==> src/rtl/oc_timer_pkg.sv <==
package oc_timer_pkg;

    typedef enum logic [1:0] {
        ST_IDLE = 2'd0,
        ST_ON   = 2'd1,
        ST_COOL = 2'd2
    } tmr_state_e;

    typedef struct packed {
        logic gate;
        logic fault;
        logic busy;
    } tmr_out_t;

endpackage

==> src/rtl/oc_acc_ramp.sv <==
module oc_acc_ramp #(
    parameter int ACC_W     = 16,
    parameter int UP_STEP   = 50,
    parameter int DOWN_STEP = 1,
    parameter bit SATURATE  = 1'b1
) (
    input  logic             clk_i,
    input  logic             rst_ni,
    input  logic             charge_i,
    output logic [ACC_W-1:0] acc_q_o,
    output logic [ACC_W-1:0] acc_n_o
);

    localparam logic [ACC_W-1:0] UP_V   = ACC_W'(UP_STEP);
    localparam logic [ACC_W-1:0] DOWN_V = ACC_W'(DOWN_STEP);
    localparam logic [ACC_W-1:0] TOP_V  = {ACC_W{1'b1}};

    logic [ACC_W-1:0] acc_q;
    logic [ACC_W:0]   sum_w;
    logic [ACC_W-1:0] up_val;
    logic [ACC_W-1:0] down_val;

    assign sum_w = {1'b0, acc_q} + {1'b0, UP_V};

    generate
        if (SATURATE) begin : g_sat
            assign up_val = sum_w[ACC_W] ? TOP_V : sum_w[ACC_W-1:0];
        end else begin : g_wrap
            assign up_val = sum_w[ACC_W-1:0];
        end
    endgenerate

    assign down_val = (acc_q >= DOWN_V) ? (acc_q - DOWN_V) : '0;
    assign acc_n_o  = charge_i ? up_val : down_val;

    always_ff @(posedge clk_i or negedge rst_ni) begin
        if (!rst_ni) begin
            acc_q <= '0;
        end else begin
            acc_q <= acc_n_o;
        end
    end

    assign acc_q_o = acc_q;

endmodule

==> src/rtl/oc_level_cmp.sv <==
module oc_level_cmp #(
    parameter int ACC_W       = 16,
    parameter int TRIP_LEVEL  = 12000,
    parameter int CLEAR_LEVEL = 2000
) (
    input  logic [ACC_W-1:0] level_i,
    output logic             at_trip_o,
    output logic             below_clear_o
);

    localparam logic [ACC_W-1:0] TRIP_V  = ACC_W'(TRIP_LEVEL);
    localparam logic [ACC_W-1:0] CLEAR_V = ACC_W'(CLEAR_LEVEL);

    assign at_trip_o     = (level_i >= TRIP_V);
    assign below_clear_o = (level_i <  CLEAR_V);

endmodule

==> src/rtl/oc_timer_fsm.sv <==
module oc_timer_fsm
    import oc_timer_pkg::*;
(
    input  logic     clk_i,
    input  logic     rst_ni,
    input  logic     en_req_i,
    input  logic     at_trip_i,
    input  logic     below_clear_i,
    output logic     cooling_o,
    output tmr_out_t out_o
);

    tmr_state_e state_q;
    tmr_state_e state_n;
    logic       trip_now;
    tmr_out_t   out_q;

    assign cooling_o = (state_q == ST_COOL);
    assign trip_now  = (state_q != ST_COOL) && at_trip_i;

    always_comb begin
        state_n = state_q;
        unique case (state_q)
            ST_IDLE: begin
                if (at_trip_i) begin
                    state_n = ST_COOL;
                end else if (en_req_i) begin
                    state_n = ST_ON;
                end
            end
            ST_ON: begin
                if (at_trip_i) begin
                    state_n = ST_COOL;
                end else if (!en_req_i) begin
                    state_n = ST_IDLE;
                end
            end
            ST_COOL: begin
                if (below_clear_i) begin
                    state_n = ST_IDLE;
                end
            end
            default: state_n = ST_IDLE;
        endcase
    end

    always_ff @(posedge clk_i or negedge rst_ni) begin
        if (!rst_ni) begin
            state_q <= ST_IDLE;
        end else begin
            state_q <= state_n;
        end
    end

    always_ff @(posedge clk_i or negedge rst_ni) begin
        if (!rst_ni) begin
            out_q <= '0;
        end else begin
            out_q.gate  <= (state_n == ST_ON);
            out_q.busy  <= (state_n == ST_COOL);
            out_q.fault <= trip_now;
        end
    end

    assign out_o = out_q;

endmodule

==> src/rtl/oc_fault_timer.sv <==
module oc_fault_timer
    import oc_timer_pkg::*;
#(
    parameter int ACC_W       = 16,
    parameter int UP_STEP     = 50,
    parameter int DOWN_STEP   = 1,
    parameter int TRIP_LEVEL  = 12000,
    parameter int CLEAR_LEVEL = 2000
) (
    input  logic clk_i,
    input  logic rst_ni,
    input  logic oc_active_i,
    input  logic en_req_i,
    output logic gate_en_o,
    output logic fault_o,
    output logic busy_o
);

    logic [ACC_W-1:0] acc_q;
    logic [ACC_W-1:0] acc_n;
    logic             cooling;
    logic             charge;
    logic             at_trip;
    logic             below_clear;
    tmr_out_t         outs;

    assign charge = oc_active_i && !cooling;

    oc_acc_ramp #(
        .ACC_W    (ACC_W),
        .UP_STEP  (UP_STEP),
        .DOWN_STEP(DOWN_STEP),
        .SATURATE (1'b1)
    ) u_ramp (
        .clk_i   (clk_i),
        .rst_ni  (rst_ni),
        .charge_i(charge),
        .acc_q_o (acc_q),
        .acc_n_o (acc_n)
    );

    oc_level_cmp #(
        .ACC_W      (ACC_W),
        .TRIP_LEVEL (TRIP_LEVEL),
        .CLEAR_LEVEL(CLEAR_LEVEL)
    ) u_cmp (
        .level_i      (acc_n),
        .at_trip_o    (at_trip),
        .below_clear_o(below_clear)
    );

    oc_timer_fsm u_fsm (
        .clk_i        (clk_i),
        .rst_ni       (rst_ni),
        .en_req_i     (en_req_i),
        .at_trip_i    (at_trip),
        .below_clear_i(below_clear),
        .cooling_o    (cooling),
        .out_o        (outs)
    );

    assign gate_en_o = outs.gate;
    assign fault_o   = outs.fault;
    assign busy_o    = outs.busy;

endmodule

==> config.mk <==
export PLATFORM = sky130hd
export DESIGN_NAME = oc_fault_timer
export DESIGN_NICKNAME = d
export VERILOG_FILES = /design/src/rtl/oc_timer_pkg.sv /design/src/rtl/oc_acc_ramp.sv /design/src/rtl/oc_level_cmp.sv /design/src/rtl/oc_timer_fsm.sv /design/src/rtl/oc_fault_timer.sv
export SDC_FILE = /design/constraint.sdc
export NUM_CORES = 1
export LEC_CHECK = 0
export ABC_AREA = 1
export ABC_CLOCK_PERIOD_IN_PS = 2450
export BUFFER_PORTS_ARGS = -buffer_cell sky130_fd_sc_hd__clkbuf_2
export CAP_MARGIN = 20
export CORE_MARGIN = 2
export CORE_UTILIZATION = 55
export CTS_CLUSTER_SIZE = 28
export DETAILED_ROUTE_END_ITERATION = 7
export PLACE_DENSITY = 0.75
export SLEW_MARGIN = 20
export SYNTH_ARGS = -nofsm -noshare
export SYNTH_HDL_FRONTEND = slang
export SYNTH_SLANG_ARGS = --single-unit
==> constraint.sdc <==
create_clock -name clk_i -period 2.45 [get_ports clk_i]
set_clock_uncertainty 0.05 [all_clocks]
set_input_delay 0.245 -clock clk_i [delete_from_list [all_inputs] [get_ports clk_i]]
set_output_delay 0.245 -clock clk_i [all_outputs]
set_load 0.02 [all_outputs]
==> qor.txt, run 1 <==
Tightest Pin Transition = 0.489 ns
NumNets Final = 338
critical path fanouts, max = 8
number of vias per cell = 5.38
clock tree from TritonCTS = built
sequential cell area fraction in the yosys report = 27.2%
GRT overflow = 0
vias in the first global route = 1776
top cells by area, synth = sky130_fd_sc_hd__dfrtp_1 27%, sky130_fd_sc_hd__nand2_1 22%, sky130_fd_sc_hd__nor2_1 8.5%
flop2flop setup slack = 0.22 ns
share of post-route cells with drive strength above 1 = 17.1%
Cell variety after synth = 27
maximum number of buffers from clock root to sink = 2
top cell types by occurrence after synthesis = 113 x sky130_fd_sc_hd__nand2_1, 44 x sky130_fd_sc_hd__nor2_1, 33 x sky130_fd_sc_hd__inv_1
drt first-iter violations = 187
area delta synth->final = 7.44%
final count of hold timing violations = 0
Setup violations, final = 0
final worst-path cycle share = 90.8%
Post-synth EDFFs = 0
# rows = 21
data required time of the critical path = 2.61 ns
root buf cell = sky130_fd_sc_hd__clkbuf_4
Remaining DRCs = 0
Multi-input gate area = 1240 µm²
flop and latch count out of synthesis = 21
TritonCTS buffer count = 3
First-pass DRT Iterations = 5
data arrival time of the critical path = 2.39 ns
Slew HR = 67.4%
H-Tree Depth = 1
met2 wire length = 2.12 mm
overall power consumption = 0.00220 W
proportion of register bits with asynchronous set or reset after synthesis = 100%
minimum clock period after layout = 2.23 ns
Achievable Freq = 449 MHz
Slew Viols, Final = 0
Cells after Synth = 318
setup repair after global routing missed its margin = false
global-route wire length before repair = 8.36 mm
Die ar. = 4010 µm²
dominant register cell in the synthesized netlist = sky130_fd_sc_hd__dfrtp_1
result of the run = completed
leakage power = 1.10 nW
peak ir drop on the vdd network = 0.692 mV
leading cell type by number of instances after synthesis = sky130_fd_sc_hd__nand2_1
wire length reported by the detailed router = 4.90 mm
sort of element at the end of the critical path = flop
Clock Sinks = 21
post-detailed-route wirelength per cell = 13.1 µm
Syn Nets = 327
Initial Utilization = 57.5%
ANT nets after route = 0
Inserted Diodes = 0
kind of start point of the critical path = flop
die boundary width = 63.3 µm
final weighted congestion in routability-driven placement = 0.978
clock latency on the worst-skew pair = 0.31 ns
count of yosys warnings during synthesis = 0
synthesized cell area = 1930 µm²
vias post-DR = 2011
Synth area leader = sky130_fd_sc_hd__dfrtp_1
global-route usage over all layers = 26.5%
post-route met1 wirelength = 2.23 mm
fraction of synthesized cell area taken by the top area cell type = 27.2%
number of inserted filler cells in the final layout = 339
total of max-cap violations = 0
total half-perimeter wirelength after legalization and detailed placement = 3.75 mm
syn avg cell area = 6.08 µm²
total area of sequential cells = 527 µm²
power per cell area = 1060 nW/µm²
initial antenna violation count = 0
maximum number of pins on one net before global-route repair = 22
DP Area = 2000 µm²
met3 WL post-DR = 422 µm
TNS Setup = 0 ns
placeable core region = 3360 µm²
quantity of I/O buffers inserted on ports = 6
fin area = 2080 µm²
Clock transition at path regs = 0.11 ns
highest routed layer = met4
DIE HEIGHT = 63.3 µm
Boundary Pins = 7
Crit Path Class = flop to flop
class of the worst hold path = input port to flop
## power breakdown
group	leakage, nW	switching, W	internal (W)	total (W)
clock network	0.0177	0.000103	0.0000611	0.000164
registers	0.260	0.000256	0.000473	0.000729
logic	0.823	0.000869	0.000437	0.00131
## area by class of cell
cell class | count | area share, %
timing repair buffer | 11 | 3.37
clock buffer | 3 | 1.08
clock inverter | 1 | 0.241
inverter | 42 | 7.59
sequential | 21 | 25.3
tap | 46 | 2.77
multi-input combinational | 250 | 59.6
## per-stage QoR
stage               util (%)  setup slack (ns)  hold slack [ns]  cells
floorplan                  -             0.514           -0.101    318
global placement        59.6             0.183            0.180    366
detailed placement      59.6             0.141            0.186    366
CTS                     60.7             0.103           0.0978    371
global route            61.8           0.00154            0.107    374
finish                  61.8             0.225           0.0987    374
## critical path: stages, from the launching register on
cell                      delay (ns)
sky130_fd_sc_hd__dfrtp_1        0.43
sky130_fd_sc_hd__inv_2          0.12
sky130_fd_sc_hd__ha_2           0.21
sky130_fd_sc_hd__nand2_2        0.13
sky130_fd_sc_hd__nor2_4         0.15
sky130_fd_sc_hd__buf_4          0.14
sky130_fd_sc_hd__nand3_4        0.10
sky130_fd_sc_hd__nand2_4        0.13
sky130_fd_sc_hd__nor2_2         0.06
sky130_fd_sc_hd__nor2_4         0.15
sky130_fd_sc_hd__inv_2          0.05
sky130_fd_sc_hd__nand2_1        0.05
sky130_fd_sc_hd__nand2_1        0.06
sky130_fd_sc_hd__inv_2          0.05
sky130_fd_sc_hd__nand3_2        0.10
sky130_fd_sc_hd__nand2_1        0.10
sky130_fd_sc_hd__nand2_1        0.05
## cell usage in the layout (no fill, tap or decap), drive strengths merged
cell type | netlist | routed
nand2 | 122 | 122
nor2 | 58 | 58
inv | 41 | 41
nand3 | 29 | 29
dfrtp | 21 | 21
o21ai | 17 | 17
clkbuf | 0 | 9
nand4 | 5 | 5
ha | 5 | 5
xor2 | 4 | 4
buf | 5 | 4
a21oi | 4 | 4
nor3 | 2 | 2
clkinv | 1 | 2
and2 | 1 | 1
xnor2 | 1 | 1
or2 | 1 | 1
o22ai | 1 | 1
dlygate4sd3 | 0 | 1
## what timing repair did
| action | in CTS | in global routing |
|---|---|---|
| setup buffers | 0 | 3 |
| hold endpoints to repair | 21 | 0 |
| resized for setup | 0 | 6 |
| hold buffers | 1 | 0 |
| endpoints found under the setup margin | 0 | 5 |
## sequential cells by signal (all words and copies together), names as in the netlist
register        cells
u_ramp.acc_q_o     16
u_fsm.out_o         3
u_fsm.state_q       2
## path summary, 6_finish.rpt
path / start / endpoint / depth (start not counted)
max: u_ramp.acc_q_o[1]$_DFF_PN0_ / u_fsm.state_q[1]$_DFF_PN0_ / 16
min: en_req_i / u_fsm.state_q[0]$_DFF_PN0_ / 3
max reg2reg: u_ramp.acc_q_o[1]$_DFF_PN0_ / u_fsm.state_q[1]$_DFF_PN0_ / 16
min reg2reg: u_fsm.state_q[1]$_DFF_PN0_ / u_fsm.state_q[0]$_DFF_PN0_ / 3
max in group asynchronous: rst_ni / u_ramp.acc_q_o[2]$_DFF_PN0_ / 2
min in group asynchronous: rst_ni / u_ramp.acc_q_o[10]$_DFF_PN0_ / 2
## metal layers
layer	global-route usage, %	up-vias
met5	0	-
met4	10.6	0
met3	3.04	15
met2	39.8	91
met1	38.9	906
li1	-	999
## cells by family (layout without fill, tap and decap cells)
kind of cell	Yosys count	count (layout)	synth area share, %
and+or+nand+nor	218	218	51.9
adders and majority gates	5	5	3.23
xor gates and xnor gates	5	5	2.26
AOI/OAI and AO/OA	22	22	5.95
DFF	21	21	27.2
buffers and inverters	47	57	9.44
Note: power is estimated with default switching activity, not from simulation.
==> run 2: changes to the inputs <==
ABC_AREA = default   (was 1)
CAP_MARGIN = default   (was 20)
GPL_ROUTABILITY_DRIVEN = 0   (was default)
==> run 2 against run 1 <==
Effect of this change:
- the run now ends with negative setup slack left
- routed wire length increased by 5.8%
- die area down 15%
- sequential share of layout area fell by 2.1 points
- fmax decreased by 24%
- cell count down 25%
- sequential power shrank 32%
- flip-flop and latch count is the same
- non-clock buffer count up 61
- first-iteration DRC count fell by 12%
- cell area grew 9.0%
- count of clock-buffer cells in the layout is the same
- clock power up 8%
==> qor.txt, run 2 <==
Compound-Gate Fraction of Synth Area = 27.0%
DP Area = 2110 µm²
post-detailed-route wirelength per cell = 18.4 µm
grt met1 use = 44.9%
dominant register cell in the synthesized netlist = sky130_fd_sc_hd__dfrtp_1
placeable core region = 2780 µm²
DIE HEIGHT = 58.4 µm
minimum clock period after layout = 2.91 ns
data arrival time of the critical path = 3.07 ns
global-route usage over all layers = 33.6%
kind of start point of the critical path = flop
capture point of the worst path = u_fsm.state_q[1]$_DFF_PN0_
vias in the first global route = 1761
data required time of the critical path = 2.62 ns
flop and latch count out of synthesis = 21
power per cell area = 860 nW/µm²
syn avg cell area = 8.75 µm²
final worst-path cycle share = 119%
share of the synthesized netlist area taken by xor and xnor gates = 1.08%
flop2flop setup slack = -0.46 ns
Clock Sinks = 21
class of the worst hold path = input port to flop
Slew Viols, Final = 0
total half-perimeter wirelength after legalization and detailed placement = 3.78 mm
Critical Path Most Common Cell = sky130_fd_sc_hd__or4_4
FF-to-FF Start = u_ramp.acc_q_o[5]$_DFF_PN0_
drt first-iter violations = 165
top cells by area, synth = sky130_fd_sc_hd__dfrtp_1 32%, sky130_fd_sc_hd__ha_1 3.8%, sky130_fd_sc_hd__nand2_1 3.5%
total of max-cap violations = 0
Slew HR = 64.2%
root buf cell = sky130_fd_sc_hd__clkbuf_4
busiest layer in global routing = met2
max FFs per register = 16
number of cells traversed by the worst register-to-register path = 7
Multi-input gate area = 1100 µm²
synthesized cell area = 1630 µm²
leading cell type by number of instances after synthesis = sky130_fd_sc_hd__dfrtp_1
leakage power = 0.946 nW
global-route track usage on met2 = 56.7%
quantity of I/O buffers inserted on ports = 6
library cell contributing the largest single delay on the critical path = sky130_fd_sc_hd__or4_4
Tightest Pin Transition = 0.537 ns
Achievable Freq = 344 MHz
count of yosys warnings during synthesis = 0
# rows = 19
Initial Utilization = 58.5%
violated checks = negative setup slack
maximum number of buffers from clock root to sink = 2
Remaining DRCs = 0
Cell variety after synth = 61
overall power consumption = 0.00195 W
maximum single-stage delay on the critical path = 0.56 ns
final count of hold timing violations = 0
Syn Nets = 195
crit path from = u_ramp.acc_q_o[5]$_DFF_PN0_
setup repair after global routing missed its margin = true
initial antenna violation count = 0
share of post-route cells with drive strength above 1 = 47.0%
sort of element at the end of the critical path = flop
Setup violations, final = 5
ordered list of cells on the worst path = or4_4 > or4_4 > nor3_4 > a211oi_2 > or4b_4 > a211o_1 > o211a_1
global-route wire length before repair = 8.67 mm
main combinational cell family by area after synthesis = simple AND/OR/NAND/NOR gates
NumNets Final = 261
fraction of synthesized cell area taken by the top area cell type = 32.3%
wire length reported by the detailed router = 5.19 mm
Clock transition at path regs = 0.13 ns
Boundary Pins = 7
core utilization of the finished layout = 81.4%
sequential cell area fraction in the yosys report = 32.3%
fin area = 2260 µm²
result of the run = complete, but fails checks
Inserted Diodes = 0
Final WS setup = -0.460 ns
Synth area leader = sky130_fd_sc_hd__dfrtp_1
Cells after Synth = 186
Crit Path Class = flop to flop
GRT overflow = 0
met3 Track Usage GR = 3.74%
simple logic cell fraction of the synthesized area = 28.4%
Post-synth EDFFs = 0
multiplexer fraction of the synthesized cell area = 0%
H-Tree Depth = 1
First-pass DRT Iterations = 5
Post-Synth Adder-Cell Area = 3.84%
number of vias per cell = 6.68
clock tree from TritonCTS = built
commonest cells after routing, fill and taps aside = 63 x sky130_fd_sc_hd__buf_4, 21 x sky130_fd_sc_hd__dfrtp_1, 14 x sky130_fd_sc_hd__nand2_1, 14 x sky130_fd_sc_hd__nor2_1, 9 x sky130_fd_sc_hd__o21ai_0
total area of sequential cells = 526 µm²
ANT nets after route = 0
critical path fanouts, max = 6
maximum number of pins on one net before global-route repair = 22
proportion of register bits with asynchronous set or reset after synthesis = 100%
die boundary width = 58.4 µm
TritonCTS buffer count = 3
peak ir drop on the vdd network = 0.887 mV
Die ar. = 3410 µm²
vias post-DR = 1883
area delta synth->final = 39.1%
top cell types by occurrence after synthesis = 21 x sky130_fd_sc_hd__dfrtp_1, 15 x sky130_fd_sc_hd__nand2_1, 15 x sky130_fd_sc_hd__nor2_1
number of inserted filler cells in the final layout = 164
clock latency on the worst-skew pair = 0.32 ns
r2r endpoint = u_fsm.state_q[1]$_DFF_PN0_
most common cell after layout, fill and taps aside = sky130_fd_sc_hd__buf_4
## run 2: cell count changes in the layout (fill, tap and decap cells not counted), sizes merged, moves of 5 or more
| cell | change |
|---|---|
| nor2 | -43 |
| nand2 | -107 |
| buf | +61 |
| o21ai | -8 |
| or4 | +5 |
| nor4 | +5 |
| inv | -32 |
| nor3 | +8 |
| nand3 | -22 |
## run 2: critical path, delay by kind of cell (launching register included)
kind / cells / cell delay [ns]
AO/OA/AOI/OAI: 3 / 0.48
flip-flops: 1 / 0.40
AND/OR/NAND/NOR: 4 / 1.89
## run 2: area by class of cell
cell class                 instances  share of cell area, %
clock buffer                       3                  0.994
timing repair buffer              72                   23.6
inverter                           9                   1.49
tap                               31                   1.71
sequential                        21                   23.2
clock inverter                     1                  0.221
multi-input combinational        145                   48.7
## run 2: what timing repair did
item                                    CTS  global route
hold buffers                              1             0
endpoints found under the setup margin    8            11
buffers inserted                          2             1
gates resized for setup                  12             9
endpoints found under the hold margin    21             0
pin swaps                                 5             4
## run 2: power by group
group	switching (W)	total, W	internal (W)
Clock	0.000116	0.000177	0.0000612
Sequential	0.0000570	0.000496	0.000439
Combinational	0.000656	0.00128	0.000619
Total	0.000829	0.00195	0.00112
## run 2: cell families (layout without fill, tap and decap cells)
logic type,after synthesis,count (layout)
buffers and inverters,20,85
DFF,21,21
xor gates and xnor gates,2,2
and+or+nand+nor,81,81
AOI/OAI and AO/OA,57,57
adders and majority gates,5,5
## run 2: worst min-delay path by stage
stage | startpoint | endpoint | slack, ns | depth (start not counted)
global placement | rst_ni | u_ramp.acc_q_o[2]$_DFF_PN0_ | 0.19 | 1
floorplan | rst_ni | u_fsm.out_o[0]$_DFF_PN0_ | -0.10 | 0
detailed placement | rst_ni | u_ramp.acc_q_o[2]$_DFF_PN0_ | 0.20 | 1
finish | en_req_i | u_fsm.out_o[2]$_DFF_PN0_ | 0.14 | 2
CTS | en_req_i | u_fsm.out_o[2]$_DFF_PN0_ | 0.12 | 2
global route | en_req_i | u_fsm.out_o[2]$_DFF_PN0_ | 0.15 | 2
## run 2: per-layer routing
metal  share of wire [%]  wire, µm
met5                   0         0
met2                  48      2500
met1                  40      2070
met4                 4.1       210
met3                 7.9       412
## run 2: per-stage QoR
| stage | hold WS, ns | setup TNS (ns) | std cells | setup WS, ns |
|---|---|---|---|---|
| 2_1_floorplan | -0.101 | -1.99 | 186 | -0.506 |
| 3_3_place_gp | 0.191 | -1.88 | 274 | -0.399 |
| 3_5_place_dp | 0.199 | -2.28 | 274 | -0.487 |
| 4_1_cts | 0.123 | -1.84 | 281 | -0.433 |
| 5_1_grt | 0.150 | -2.52 | 282 | -0.560 |
| 6_report | 0.141 | -1.95 | 282 | -0.460 |
